**src/rtl/tick_timer_pkg.sv**
```systemverilog
package tick_timer_pkg;

  // Control byte bits 3..0; upper nibble is reserved and reads zero.
  typedef struct packed {
    logic run;
    logic ien;
    logic flag;
    logic mode;
  } tmr_ctrl_t;

  localparam int CTRL_RUN_BIT  = 3;
  localparam int CTRL_IEN_BIT  = 2;
  localparam int CTRL_FLAG_BIT = 1;
  localparam int CTRL_MODE_BIT = 0;

  function automatic logic [7:0] ctrl_to_byte(tmr_ctrl_t c);
    return {4'b0000, c};
  endfunction

endpackage

```
**src/rtl/tt_regs.sv**
```systemverilog
module tt_regs
  import tick_timer_pkg::*;
#(
  parameter int CNT_W       = 16,
  parameter int ADDR_W      = 8,
  parameter int CTRL_ADDR   = 'h10,
  parameter int RELOAD_ADDR = 'h12
) (
  input  logic              clk,
  input  logic              rst,
  input  logic              wr_en,
  input  logic [ADDR_W-1:0] addr,
  input  logic [7:0]        wdata,
  input  logic              expire,
  output tmr_ctrl_t         ctrl,
  output logic [CNT_W-1:0]  reload,
  output logic              irq
);
  localparam int NB = CNT_W / 8;

  tmr_ctrl_t ctrl_q, ctrl_nxt;
  logic [CNT_W-1:0] reload_q;
  logic irq_q;
  logic ctrl_wr;

  assign ctrl_wr = wr_en && (addr == ADDR_W'(CTRL_ADDR));

  always_comb begin
    ctrl_nxt = ctrl_q;
    if (ctrl_wr) begin
      ctrl_nxt.run  = wdata[CTRL_RUN_BIT];
      ctrl_nxt.ien  = wdata[CTRL_IEN_BIT];
      ctrl_nxt.mode = wdata[CTRL_MODE_BIT];
      if (wdata[CTRL_FLAG_BIT]) ctrl_nxt.flag = 1'b0;
    end
    // hardware event has priority over a software clear
    if (expire) begin
      ctrl_nxt.flag = 1'b1;
      if (!ctrl_q.mode) ctrl_nxt.run = 1'b0;
    end
  end

  always_ff @(posedge clk) begin
    if (rst) begin
      ctrl_q <= '0;
      irq_q  <= 1'b0;
    end else begin
      ctrl_q <= ctrl_nxt;
      irq_q  <= ctrl_nxt.flag && ctrl_nxt.ien;
    end
  end

  always_ff @(posedge clk) begin
    if (rst) begin
      reload_q <= '0;
    end else begin
      for (int i = 0; i < NB; i++) begin
        if (wr_en && (addr == ADDR_W'(RELOAD_ADDR + i)))
          reload_q[i*8 +: 8] <= wdata;
      end
    end
  end

  assign ctrl   = ctrl_q;
  assign reload = reload_q;
  assign irq    = irq_q;
endmodule

```
**src/rtl/tt_count.sv**
```systemverilog
module tt_count #(
  parameter int CNT_W = 16
) (
  input  logic             clk,
  input  logic             rst,
  input  logic             tick,
  input  logic             run,
  input  logic             mode,
  input  logic             clr,
  input  logic [CNT_W-1:0] reload,
  output logic [CNT_W-1:0] count,
  output logic             expire
);
  localparam logic [CNT_W-1:0] ONE = CNT_W'(1);

  logic [CNT_W-1:0] cnt_q;
  logic step;

  assign step   = tick && run && !clr;
  assign expire = step && (cnt_q == ONE);

  always_ff @(posedge clk) begin
    if (rst || clr) begin
      cnt_q <= '0;
    end else if (step) begin
      if (cnt_q == '0)
        cnt_q <= reload;
      else if (cnt_q == ONE)
        cnt_q <= mode ? reload : '0;
      else
        cnt_q <= cnt_q - ONE;
    end
  end

  assign count = cnt_q;
endmodule

```
**src/rtl/tt_rdmux.sv**
```systemverilog
module tt_rdmux
  import tick_timer_pkg::*;
#(
  parameter int CNT_W       = 16,
  parameter int ADDR_W      = 8,
  parameter int CTRL_ADDR   = 'h10,
  parameter int RELOAD_ADDR = 'h12,
  parameter int COUNT_ADDR  = 'h20
) (
  input  logic              clk,
  input  logic              rst,
  input  logic              rd_en,
  input  logic [ADDR_W-1:0] addr,
  input  tmr_ctrl_t         ctrl,
  input  logic [CNT_W-1:0]  reload,
  input  logic [CNT_W-1:0]  count,
  output logic [7:0]        rdata
);
  localparam int NB = CNT_W / 8;

  logic [7:0] sel;
  logic [7:0] rdata_q;

  always_comb begin
    sel = 8'h00;
    if (addr == ADDR_W'(CTRL_ADDR)) sel = ctrl_to_byte(ctrl);
    for (int i = 0; i < NB; i++) begin
      if (addr == ADDR_W'(RELOAD_ADDR + i)) sel = reload[i*8 +: 8];
      if (addr == ADDR_W'(COUNT_ADDR + i))  sel = count[i*8 +: 8];
    end
  end

  always_ff @(posedge clk) begin
    if (rst)        rdata_q <= 8'h00;
    else if (rd_en) rdata_q <= sel;
  end

  assign rdata = rdata_q;
endmodule

```
**src/rtl/tick_timer.sv**
```systemverilog
module tick_timer
  import tick_timer_pkg::*;
#(
  parameter int CNT_W       = 16,
  parameter int ADDR_W      = 8,
  parameter int CTRL_ADDR   = 'h10,
  parameter int RELOAD_ADDR = 'h12,
  parameter int COUNT_ADDR  = 'h20
) (
  input  logic              clk,
  input  logic              rst,
  input  logic              tick,
  input  logic              wr_en,
  input  logic              rd_en,
  input  logic [ADDR_W-1:0] addr,
  input  logic [7:0]        wdata,
  output logic [7:0]        rdata,
  output logic              irq
);
  localparam int NB = CNT_W / 8;

  tmr_ctrl_t        ctrl_w;
  logic [CNT_W-1:0] reload_w;
  logic [CNT_W-1:0] count_w;
  logic             expire_w;
  logic             clr_w;

  always_comb begin
    clr_w = 1'b0;
    for (int i = 0; i < NB; i++)
      if (wr_en && (addr == ADDR_W'(COUNT_ADDR + i))) clr_w = 1'b1;
  end

  tt_regs #(
    .CNT_W(CNT_W), .ADDR_W(ADDR_W),
    .CTRL_ADDR(CTRL_ADDR), .RELOAD_ADDR(RELOAD_ADDR)
  ) u_regs (
    .clk(clk), .rst(rst), .wr_en(wr_en), .addr(addr), .wdata(wdata),
    .expire(expire_w), .ctrl(ctrl_w), .reload(reload_w), .irq(irq)
  );

  tt_count #(.CNT_W(CNT_W)) u_count (
    .clk(clk), .rst(rst), .tick(tick), .run(ctrl_w.run), .mode(ctrl_w.mode),
    .clr(clr_w), .reload(reload_w), .count(count_w), .expire(expire_w)
  );

  tt_rdmux #(
    .CNT_W(CNT_W), .ADDR_W(ADDR_W), .CTRL_ADDR(CTRL_ADDR),
    .RELOAD_ADDR(RELOAD_ADDR), .COUNT_ADDR(COUNT_ADDR)
  ) u_rdmux (
    .clk(clk), .rst(rst), .rd_en(rd_en), .addr(addr), .ctrl(ctrl_w),
    .reload(reload_w), .count(count_w), .rdata(rdata)
  );
endmodule

```
**config.mk**
```make
export PLATFORM = sky130hd
export DESIGN_NAME = tick_timer
export DESIGN_NICKNAME = d
export VERILOG_FILES = /design/src/rtl/tick_timer_pkg.sv /design/src/rtl/tt_regs.sv /design/src/rtl/tt_count.sv /design/src/rtl/tt_rdmux.sv /design/src/rtl/tick_timer.sv
export SDC_FILE = /design/constraint.sdc
export NUM_CORES = 1
export LEC_CHECK = 0
export BUFFER_PORTS_ARGS = -buffer_cell sky130_fd_sc_hd__buf_2
export CAP_MARGIN = 10
export CORE_UTILIZATION = 50
export DETAILED_ROUTE_END_ITERATION = 10
export PLACE_DENSITY = 0.74
export SLEW_MARGIN = 40
export SYNTH_ARGS = -nofsm -noshare
export SYNTH_HDL_FRONTEND = slang
export SYNTH_HIERARCHICAL = 1
export SYNTH_SLANG_ARGS = --single-unit
```
**constraint.sdc**
```tcl
create_clock -name clk -period 4.6 [get_ports clk]
set_clock_uncertainty 0.05 [all_clocks]
set_input_delay 0.69 -clock clk [delete_from_list [all_inputs] [get_ports clk]]
set_output_delay 0.69 -clock clk [all_outputs]
set_load 0.01 [all_outputs]
```
Word-level counts from Yosys, hierarchy flattened

Index checks and enable logic that the tools add are counted.

Output and inout port bits: 9
Register bits: 45
Word-level logic and storage cells: 43

Reduce and logical (&&, ||, !) cells: 12
Eq/ne operators: 6
Add/sub/neg operators: 1
Mux-type cells: 15

Operator list:

| cell                    | count |
|---|---|
| $mux W16                | 3 |
| $mux W8                 | 4 |
| $eq A8 B5 Y1 const B    | 3 |
| $eq A16 B1 Y1 const B   | 1 |
| $eq A8 B6 Y1 const B    | 2 |
| $logic_not A16 Y1       | 1 |
| $sub A16 B1 Y16 const B | 1 |
| $logic_and A1 B1 Y1     | 9 |
| $mux W4                 | 2 |
| $mux W1                 | 6 |
| $logic_not A1 Y1        | 1 |
| $logic_or A1 B1 Y1      | 1 |

Logic depth before layout (Yosys ltp)

Gate-level depths: netlist of the first run.

Depth after elaboration: 9
Depth in mapped cells: 7
Gate-level depth less buffers: 7

Modules after synthesis

Netlist of the first run, hierarchy kept.

Modules (own cells, without submodules):

| module     | times used | area each (µm²) | cells each | sequential area each (µm²) |
|---|---|---|---|---|
| tt_count   | 1          | 1,133.6         | 142        | 320.3 |
| tt_regs    | 1          | 984.7           | 106        | 420.4 |
| tt_rdmux   | 1          | 691.9           | 76         | 160.2 |
| tick_timer | 1          | 28.8            | 3          | 0.0 |

Worst setup path after synthesis of the first run

No wires, ideal clock.

Path type: flip-flop to flip-flop
Start point: register u_count.cnt_q[4], in the netlist u_count/count[4]
End point: register u_count.cnt_q[10], in the netlist u_count/count[10]
Slack: 2,597 ps
Path buffers: 2
Library setup time: 132 ps
Data arrival time: 1,821 ps
Stages on the path, launching flop included: 8
Path through: dfxtp_1 -> buf_6 -> nor4_4 -> nand4_4 -> or3_4 -> buf_6 -> a22oi_1 -> a21oi_1

Cells in the longest elaborated chain, start to end: 3
Elaborated cells between the ends (all ways): 5
Those cells by class: add/sub (1); eq/ne (1); mux (2); reduce/logical (1)

RTL lines:

| element                                          | line                           | source |
|---|---|---|
| start: declaration                               | tt_count.sv:16                 | `logic [CNT_W-1:0] cnt_q;` |
| start signal: assignment                         | tt_count.sv:27                 | `cnt_q <= reload;` |
| start signal: assignment                         | tt_count.sv:29                 | `cnt_q <= mode ? reload : '0;` |
| start signal: assignment                         | tt_count.sv:31                 | `cnt_q <= cnt_q - ONE;` |
| $sub A16 B1 Y16 or $eq A16 B1 Y1 (tied branches) | tt_count.sv:31, tt_count.sv:28 |  |
| $mux W16                                         | tt_count.sv:28                 | `else if (cnt_q == ONE)` |
| $mux W16 (*)                                     | tt_count.sv:26                 | `if (cnt_q == '0)` |

Every way passes the cells marked *; elsewhere a longest branch is shown, timed or not.
A chain may end at the register's enable or synchronous reset.

Worst setup path in the final report of the first run

Start point: input addr[1]
End point: register u_regs.irq_q, in the netlist u_regs/irq

Cells in the longest elaborated chain, start to end: 9
Elaborated cells between the ends (all ways): 14
Those cells by class: eq/ne (3); mux (4); reduce/logical (7)

RTL lines:

| element                 | line             | source |
|---|---|---|
| start: declaration      | tick_timer.sv:15 | `input logic [ADDR_W-1:0] addr,` |
| $eq A8 B6 Y1            | tick_timer.sv:31 | `if (wr_en && (addr == ADDR_W'(COUNT_ADDR + i))) clr_w = 1'b1;` |
| $logic_and A1 B1 Y1     | tick_timer.sv:31 |  |
| $mux W1                 | tick_timer.sv:31 |  |
| $mux W1 (*)             | tick_timer.sv:31 |  |
| via clr_w               | tick_timer.sv:26 | `logic clr_w;` |
| $logic_not A1 Y1 (*)    | tt_count.sv:19   | `assign step = tick && run && !clr;` |
| $logic_and A1 B1 Y1 (*) | tt_count.sv:19   |  |
| $logic_and A1 B1 Y1 (*) | tt_count.sv:20   | `assign expire = step && (cnt_q == ONE);` |
| via expire_w            | tick_timer.sv:25 | `logic expire_w;` |
| $mux W1 (*)             | tt_regs.sv:37    | `if (expire) begin` |
| $logic_and A1 B1 Y1 (*) | tt_regs.sv:49    | `irq_q <= ctrl_nxt.flag && ctrl_nxt.ien;` |
| end signal: assignment  | tt_regs.sv:49    |  |
| end: declaration        | tt_regs.sv:23    | `logic irq_q;` |

Mark *: on every way through the listed nets, which the timed path passes. The rest lies on a longest branch.

==> impl_metrics.toml, run 1 <==
[status]
status = "finished, final reports clean"

[drt]
wl_mm = 7.73
drc_errors = 0
drtIter0Drc = 299
vias = 2839
wl_per_cell_um = 18.6
postRouteAntennaNets = 0
viasPerCell = 6.84
dr.pass1.iters = 5

[sta]
hold_viol = 0
slew_headroom = 0.428
setup_viol = 0
setup_slack_ns = 2.07
rsz0062_at_grt = "no"
worstMarginPinSlew_ns = 0.855
hold-worst-slack_ns = 0.394
finalCritPeriodShare = 0.549
period_needed_ns = 2.53
clock.fmax_mhz = 396
setup-tns-final_ns = 0
drv_slew = 0

[place]
place.detailed.hpwl_mm = 5.56
gp_congestion = 0.895
io_buffers = 29
pre_cts_slack_ns = 1.57
placed_area_sq_um = 2970

[synth]
synth_top_cells_by_area = "dfxtp_1, nand4_1, o31ai_1, a21oi_1, a22oi_1"
synth-main-ff-cell = "dfxtp_1"
ys_top_cells_by_count = "dfxtp_1, a21oi_1, nand4_1, nand2_1, o31ai_1"
synth_top_cell_by_area = "dfxtp_1"
ys_ff_latch = 45
async_reset_ff_frac = 0
yosys.cell_types.count = 66
yosysSeqAreaShare = 0.317
synth_warnings = 6
synth.avg_cell_area_sq_um = 8.68
yosysTopAreaCellShare = 0.317
synth_area_sq_um = 2840
synthCells = 327
synth_most_common_cell = "dfxtp_1"
syn_nets = 350
synth_edf_count = 0

[run]
maxCapViolCount = 0

[clock_network]
clkTransAtPathRegs_ns = 0.09
htreeDepth = 2
cts_buffer_depth = 2
cts_tree = "built"
clk_root_buffer_cell = "clkbuf_8"
cts_setup_buffers = 0
cts.repair.resized = 0
clk-insertion-delay-late_ns = 0.31
cts_hold_buffers = 0
cts_sinks = 45
numCtsBuffers = 5

[critical_path]
critPathKind = "primary input to flop"
endpoint_kind = "flop"
cp.required_ns = 4.78
arrival_ns = 2.71
critPathLaunchType = "primary input"
critPathMaxFanout = 24

[die]
num_rows = 27
ioPinCount = 30
start_util = 0.519
dieWidth_um = 77.4
fp.dieH_um = 77.4
coreArea_sq_um = 5470
dieArea_sq_um = 5980

[finish]
fill_cells = 534
drive_gt1_frac = 0.198
final_area_sq_um = 3090
area_growth_pct = 8.86
insertedDiodeCount = 0
nNetsFinal = 365

[power_and_ir_drop]
irDropWorstVdd_v = 0.000136
p_leak_nw = 1.05
p_per_area_nw_per_um2 = 250
p_total_w = 0.000772

[global_route]
track_usage = 0.265
grt_pass1_vias = 2540
grt_pass1_wl_mm = 12.6
overflow = 0
grt_max_degree = 35
antenna_found_initial = 0

[worst_hold_path]
hp-class = "flop to flop"
==> worst max-delay path: stages <==
cell,delay (ns)
buf_2,0.37
nor2_1,0.09
and4b_1,0.24
nor2_2,0.48
nand2_1,0.11
nor4_1,0.40
inv_1,0.13
a22oi_1,0.18
==> layout make-up <==
class                           count  area (sq um)  share of cell area
Multi-Input combinational cell    253          1800               0.584
Sequential cell                    45           901               0.291
Timing Repair Buffer               30           153              0.0494
Tap cell                           72          90.1              0.0291
Clock buffer                        5          68.8              0.0223
Clock inverter                      3          47.5              0.0154
Inverter                            7          26.3             0.00850
==> layout by cell type (no fill, tap or decap), types with 5 or more instances in the layout <==
cell      count
a31oi_1       8
nor2_1       14
o21ai_0      16
a22oi_1      12
nand2_1      20
nor4_1        5
o31a_1        5
o31ai_1      17
nand4_1      22
or3_1         5
buf_2        29
inv_1         7
nand3_1       8
nand4b_1      5
a21oi_1      25
dfxtp_1      45
o221ai_1      8
clkbuf_8      5
==> through the flow <==
| step | cells | utilization |
|---|---|---|
| global placement | 407 | 0.541 |
| finish | 415 | 0.565 |
| detailed placement | 407 | 0.543 |
| CTS | 415 | 0.564 |
| global route | 415 | 0.565 |
| floorplan | 327 | - |
==> metal layers <==
metal / vias to the layer above / GRT usage / part of all wire
met1: 1359 / 0.359 / 0.44
met2: 126 / 0.423 / 0.47
li1: 1337 / - / -
met5: - / 0 / 0
met3: 17 / 0.0306 / 0.060
met4: 0 / 0.115 / 0.024
==> sequential cells by signal (all words and copies together), names as in the netlist <==
| name | cells |
|---|---|
| u_count/count | 16 |
| u_regs/reload | 16 |
| u_rdmux/rdata | 8 |
| u_regs/ctrl | 4 |
| u_regs/irq | 1 |
==> logic make-up (layout without fill, tap and decap cells) <==
group / Yosys count / after routing / share of synthesized area
xor gates and xnor gates: 6 / 6 / 0.0185
and+or+nand+nor: 123 / 123 / 0.286
buffers and inverters: 29 / 45 / 0.0520
AOI/OAI and AO/OA: 119 / 119 / 0.306
adders and majority gates: 2 / 2 / 0.00881
muxes: 3 / 3 / 0.0106
DFF: 45 / 45 / 0.317
==> worst paths after layout <==
| path | cells after the start | start | slack (ns) | to |
|---|---|---|---|---|
| max | 8 | addr[1] | 2.07 | u_regs/irq |
| min | 2 | u_rdmux/rdata[0] | 0.39 | u_rdmux/rdata[0] |
| max reg2reg | 7 | u_count/count[0] | 2.26 | u_count/count[12] |
| min reg2reg | 2 | u_rdmux/rdata[0] | 0.39 | u_rdmux/rdata[0] |
==> power breakdown <==
part	switching, W	internal [W]	total (W)
Combinational	0.0000453	0.0000196	0.0000650
Sequential	0.000000613	0.000390	0.000390
Clock	0.000151	0.000166	0.000317
(Power assumes the default switching activity.)
==> run 2: changes to the inputs <==
- ABC_AREA: unset -> 1
- PLACE_DENSITY: 0.74 -> 0.73
- clock period: 4.6 -> 2.5 ns (I/O delays scaled with it)
==> run 2 against run 1 <==
Synthesized cell count is 39% higher; sequential share of layout area fell by 1.5 points; sequential cell count stayed put; count of clock-buffer cells in the layout is the same; clock power grew 46%; first-iteration DRC count down 23%; routed wire length decreased by 2.7%; total power rose by 68%; largest power group unchanged; highest routed layer unchanged.
==> impl_metrics.toml, run 2 <==
[status]
status = "finished, final reports clean"

[critical_path]
endpoint = "u_count/count[15]"
cp_slowest_cell = "dfxtp_1"
crit_start = "u_count/count[0]"
critPathLaunchType = "flop"
crit_top_cell = "nand2_1"
reg2reg_depth = 10
r2r-end = "u_count/count[15]"
cp.buffers_inverters = 2
critPathKind = "flop to flop"
endpoint_kind = "flop"
cp.required_ns = 2.71
cp_top_family = "simple AND/OR/NAND/NOR gates"
slowest_delay_ns = 0.38
worst-path-stages = 10
critPathMaxFanout = 16
arrival_ns = 2.16
r2r-start = "u_count/count[0]"
r2r_setup_slack_ns = 0.55
path_cells = "inv_1 > ha_1 > nand3_2 > nor2_4 > nand2_1 > o21ai_4 > nand2_1 > nand3_1 > nand2_1 > inv_1"

[synth]
synth_warnings = 6
synth_top_cells_by_area = "dfxtp_1, nand2_1, nand3_1, inv_1, nor2_1"
syn_nets = 477
synth_most_common_cell = "nand2_1"
yosysSeqAreaShare = 0.301
yosysTopAreaCellShare = 0.301
synth_top_cell_by_area = "dfxtp_1"
async_reset_ff_frac = 0
ys_ff_latch = 45
synth.avg_cell_area_sq_um = 6.60
ys_top_cells_by_count = "nand2_1, nand3_1, inv_1, dfxtp_1, nor2_1"
synth_edf_count = 0
synth-main-ff-cell = "dfxtp_1"
synthCells = 454
yosys.cell_types.count = 32
synth_area_sq_um = 3000

[power_and_ir_drop]
seq_power_share = 0.555
p_per_area_nw_per_um2 = 398
intPower_w = 0.000952
clkPwrFrac = 0.357
p_leak_nw = 1.64
combPwrFrac = 0.088
netSwitchingFraction = 0.266
p_total_w = 0.00130
power_switching_w = 0.000345
irDropWorstVdd_v = 0.000436

[drt]
postRouteAntennaNets = 0
vias = 2975
drc_errors = 0
drtIter0Drc = 231
wl_per_cell_um = 13.6
viasPerCell = 5.37
dr.pass1.iters = 5
wl_mm = 7.52

[global_route]
grt_pass1_vias = 2582
grt_pass1_wl_mm = 12.2
track_usage = 0.250
overflow = 0
antenna_found_initial = 0
grt_max_degree = 32

[sta]
period_needed_ns = 1.95
slew_headroom = 0.575
hold-worst-slack_ns = 0.293
hold_viol = 0
finalCritPeriodShare = 0.782
setup_slack_ns = 0.546
rsz0062_at_grt = "no"
drv_slew = 0
setup_viol = 0
setup-tns-final_ns = 0
worstMarginPinSlew_ns = 0.636
clock.fmax_mhz = 512

[clock_network]
clkTransAtPathRegs_ns = 0.09
htreeDepth = 2
cts.repair.resized = 0
cts_hold_buffers = 0
numCtsBuffers = 5
cts_setup_buffers = 0
cts_tree = "built"
clk-insertion-delay-late_ns = 0.30
cts_buffer_depth = 2
cts_sinks = 45
clk_root_buffer_cell = "clkbuf_8"

[die]
start_util = 0.531
fp.dieH_um = 79.4
dieWidth_um = 79.4
coreArea_sq_um = 5640
ioPinCount = 30
dieArea_sq_um = 6310
num_rows = 27

[finish]
final_common_cell = "nand2_1"
area_growth_pct = 8.85
drive_gt1_frac = 0.207
nNetsFinal = 504
insertedDiodeCount = 0
final_core_util = 0.578
final_cell_mix = "nand2_1, nand3_1, inv_1"

[place]
place.detailed.hpwl_mm = 5.80
io_buffers = 29
pre_cts_slack_ns = 0.602
gp_congestion = 0.909

[worst_hold_path]
hp-class = "primary input to flop"

[run]
maxCapViolCount = 0
==> run 2: area by class of cell <==
class / count / area, sq um
inverter: 59 / 221
fill: 578 / 2380
clock inverter: 3 / 21.3
timing repair buffer: 32 / 168
multi-input combinational: 338 / 1790
sequential: 45 / 901
tap: 72 / 90.1
clock buffer: 5 / 68.8
==> run 2: worst min-delay path by stage <==
stage,slack [ns],cells after the start,start,end
CTS,0.29,3,wdata[7],u_regs/reload[7]
detailed placement,0.40,2,u_rdmux/rdata[5],u_rdmux/rdata[5]
global route,0.30,3,wdata[0],u_regs/ctrl[0]
floorplan,0.39,1,rst,u_rdmux/rdata[0]
global placement,0.40,2,u_rdmux/rdata[3],u_rdmux/rdata[3]
finish,0.29,3,wdata[0],u_regs/ctrl[0]
==> run 2: kinds of logic after synthesis <==
group,Yosys count,share of synthesized area
fa+ha+maj,2,0.00835
flops,45,0.301
simple gates,260,0.433
xor+xnor,7,0.0205
compound gates,69,0.136
buf+inv,71,0.101
==> run 2: layer usage <==
metal,part of all wire,up-vias,global-route usage,wire (um)
met2,0.45,100,0.408,3420
li1,-,1507,-,-
met3,0.045,11,0.0389,337
met5,0,-,0,0
met4,0.016,0,0.0709,121
met1,0.48,1357,0.340,3650
==> run 2: stage by stage <==
stage               instance area (sq um)  cells
global placement                     3170    546
detailed placement                   3170    546
floorplan                            3000    454
finish                               3260    554
global route                         3260    554
CTS                                  3260    554
==> run 2: worst register-to-register path: cells and delay by family, from the launching register on <==
family / cells / cell delay [ns]
fa+ha+maj: 1 / 0.24
flops: 1 / 0.38
simple gates: 6 / 0.81
compound gates: 1 / 0.24
buf+inv: 2 / 0.19
==> run 2: power groups by stage <==
stage	registers (W)	logic (W)	clock network (W)
after detailed placement	0.000737	0.000114	0
after CTS	0.000720	0.000114	0.000465
after global routing	0.000721	0.000126	0.000497
after global placement	0.000737	0.000112	0
final	0.000720	0.000115	0.000462
after floorplan	0.000738	0.0000724	0
==> run 3: changes to the inputs <==
- ABC_AREA: 1 -> 0
- PLACE_DENSITY: 0.73 -> 0.76
- clock period: 2.5 -> 1.7 ns (I/O delays scaled with it)
==> run 3 against run 2 <==
The run now ends with setup timing left; setup slack got worse by 0.73 ns; global-route usage rose by 5.6 points; non-clock buffer count rose by 74; die area fell by 5.1%; count of clock-buffer cells in the layout did not move; largest power group unchanged; critical endpoint is now u_count/count[13]; fmax rose by 3.5%; critical path type unchanged; combinational power rose by 100%; design area rose by 17%.
==> impl_metrics.toml, run 3 (same netlist as run 1, synthesis figures left out) <==
[status]
status = "finished, violations left"
violations = "setup timing"

[sta]
hold_viol = 0
worstMarginPinSlew_ns = 0.478
drv_slew = 0
hold-worst-slack_ns = 0.148
period_needed_ns = 1.89
rsz0062_at_grt = "yes"
finalCritPeriodShare = 1.11
setup_viol = 16
clock.fmax_mhz = 530
setup-tns-final_ns = -2.11
slew_headroom = 0.681
setup_slack_ns = -0.188

[critical_path]
r2r_setup_slack_ns = -0.19
arrival_ns = 2.09
critPathKind = "flop to flop"
endpoint_kind = "flop"
reg2reg_depth = 7
cp.required_ns = 1.91
r2r-start = "u_count/count[7]"
critPathLaunchType = "flop"
r2r-end = "u_count/count[13]"
critPathMaxFanout = 4

[drt]
drc_errors = 0
wl_mm = 9.28
viasPerCell = 6.54
dr.pass1.iters = 6
postRouteAntennaNets = 0
vias = 3216
wl_per_cell_um = 18.9
drtIter0Drc = 327

[clock_network]
htreeDepth = 2
cts_tree = "built"
clk-insertion-delay-late_ns = 0.31
cts_hold_buffers = 0
cts_sinks = 45
clkTransAtPathRegs_ns = 0.09
cts_buffer_depth = 2
numCtsBuffers = 5
clk_root_buffer_cell = "clkbuf_8"

[power_and_ir_drop]
p_leak_nw = 1.44
p_total_w = 0.00199
p_per_area_nw_per_um2 = 521
irDropWorstVdd_v = 0.000529

[die]
start_util = 0.519
ioPinCount = 30
dieWidth_um = 77.4
fp.dieH_um = 77.4
num_rows = 27
dieArea_sq_um = 5980
coreArea_sq_um = 5470

[run]
maxCapViolCount = 0

[finish]
final_cell_mix = "buf_4, dfxtp_1, buf_2"
nNetsFinal = 442
final_common_cell = "buf_4"
insertedDiodeCount = 0
fill_cells = 444
drive_gt1_frac = 0.410
area_growth_pct = 34.1

[worst_hold_path]
hp-class = "primary input to flop"
whs_endpoint = "u_regs/reload[15]"
hold_start = "wdata[7]"
holdPathStages = 3

[global_route]
grt_max_degree = 22
antenna_found_initial = 0
grt_pass1_vias = 3065
overflow = 0
track_usage = 0.306
grt_pass1_wl_mm = 14.5

[place]
place.detailed.hpwl_mm = 6.64
gp_congestion = 0.893
io_buffers = 29
[run 3: cell count changes in the layout (fill, tap and decap cells not counted), sizes merged, moves of 9 or more]
cell,change
nor2,-45
nand4,+19
nand2,-100
nand3,-64
o31ai,+18
a22oi,+12
inv,-52
o21ai,-10
buf,+74
a21oi,-9
[run 3: worst max path at each step]
stage | startpoint | endpoint | slack [ns] | cells past startpoint
detailed placement | addr[6] | u_regs/ctrl[3] | -0.14 | 8
floorplan | u_count/count[7] | u_count/count[11] | -0.15 | 5
global placement | u_count/count[5] | u_count/count[9] | -0.09 | 5
finish | u_count/count[7] | u_count/count[13] | -0.19 | 7
global route | u_count/count[5] | u_count/count[13] | -0.25 | 7
CTS | u_count/count[5] | u_count/count[1] | -0.10 | 6
[run 3: critical path, stage by stage (launching register included)]
cell and delay (ns):
dfxtp_2 0.34, nor4_4 0.27, buf_4 0.19, buf_12 0.11, nand4_1 0.13, or3_1 0.36
a211oi_2 0.24, a221o_1 0.15
[run 3: where the power goes]
part           switching [W]  internal, W  total [W]  leakage (nW)
Combinational       0.000138    0.0000941   0.000233          1.03
Sequential        0.00000126      0.00105    0.00105         0.366
Clock               0.000405     0.000297   0.000702        0.0447
[run 3: what timing repair did]
action	in CTS	in global routing
gates cloned	0	1
pin swaps	7	17
setup endpoints to repair	18	19
resized for setup	10	29
setup buffers	5	3
[run 3: area by class of cell]
cell class	instances	area [sq um]	area share
clock inverter	3	25.0	0.00657
tap	72	90.1	0.0237
timing repair buffer	106	747	0.196
clock buffer	5	68.8	0.0181
sequential	45	915	0.240
multi-input combinational	254	1930	0.507
inverter	7	31.3	0.00822
[run 3: per-layer routing]
layer,GRT usage,share of wire
met1,0.378,0.41
met3,0.0482,0.073
met4,0.143,0.035
met5,0,0
met2,0.519,0.48
[run 3: through the flow]
stage / instances / util / worst slack [ns] / instance area (sq um)
CTS: 489 / 0.674 / -0.103 / 3690
global route: 492 / 0.696 / -0.248 / 3810
global placement: 476 / 0.642 / -0.0859 / 3510
floorplan: 327 / - / -0.150 / 2880
finish: 492 / 0.696 / -0.188 / 3810
detailed placement: 476 / 0.642 / -0.136 / 3510
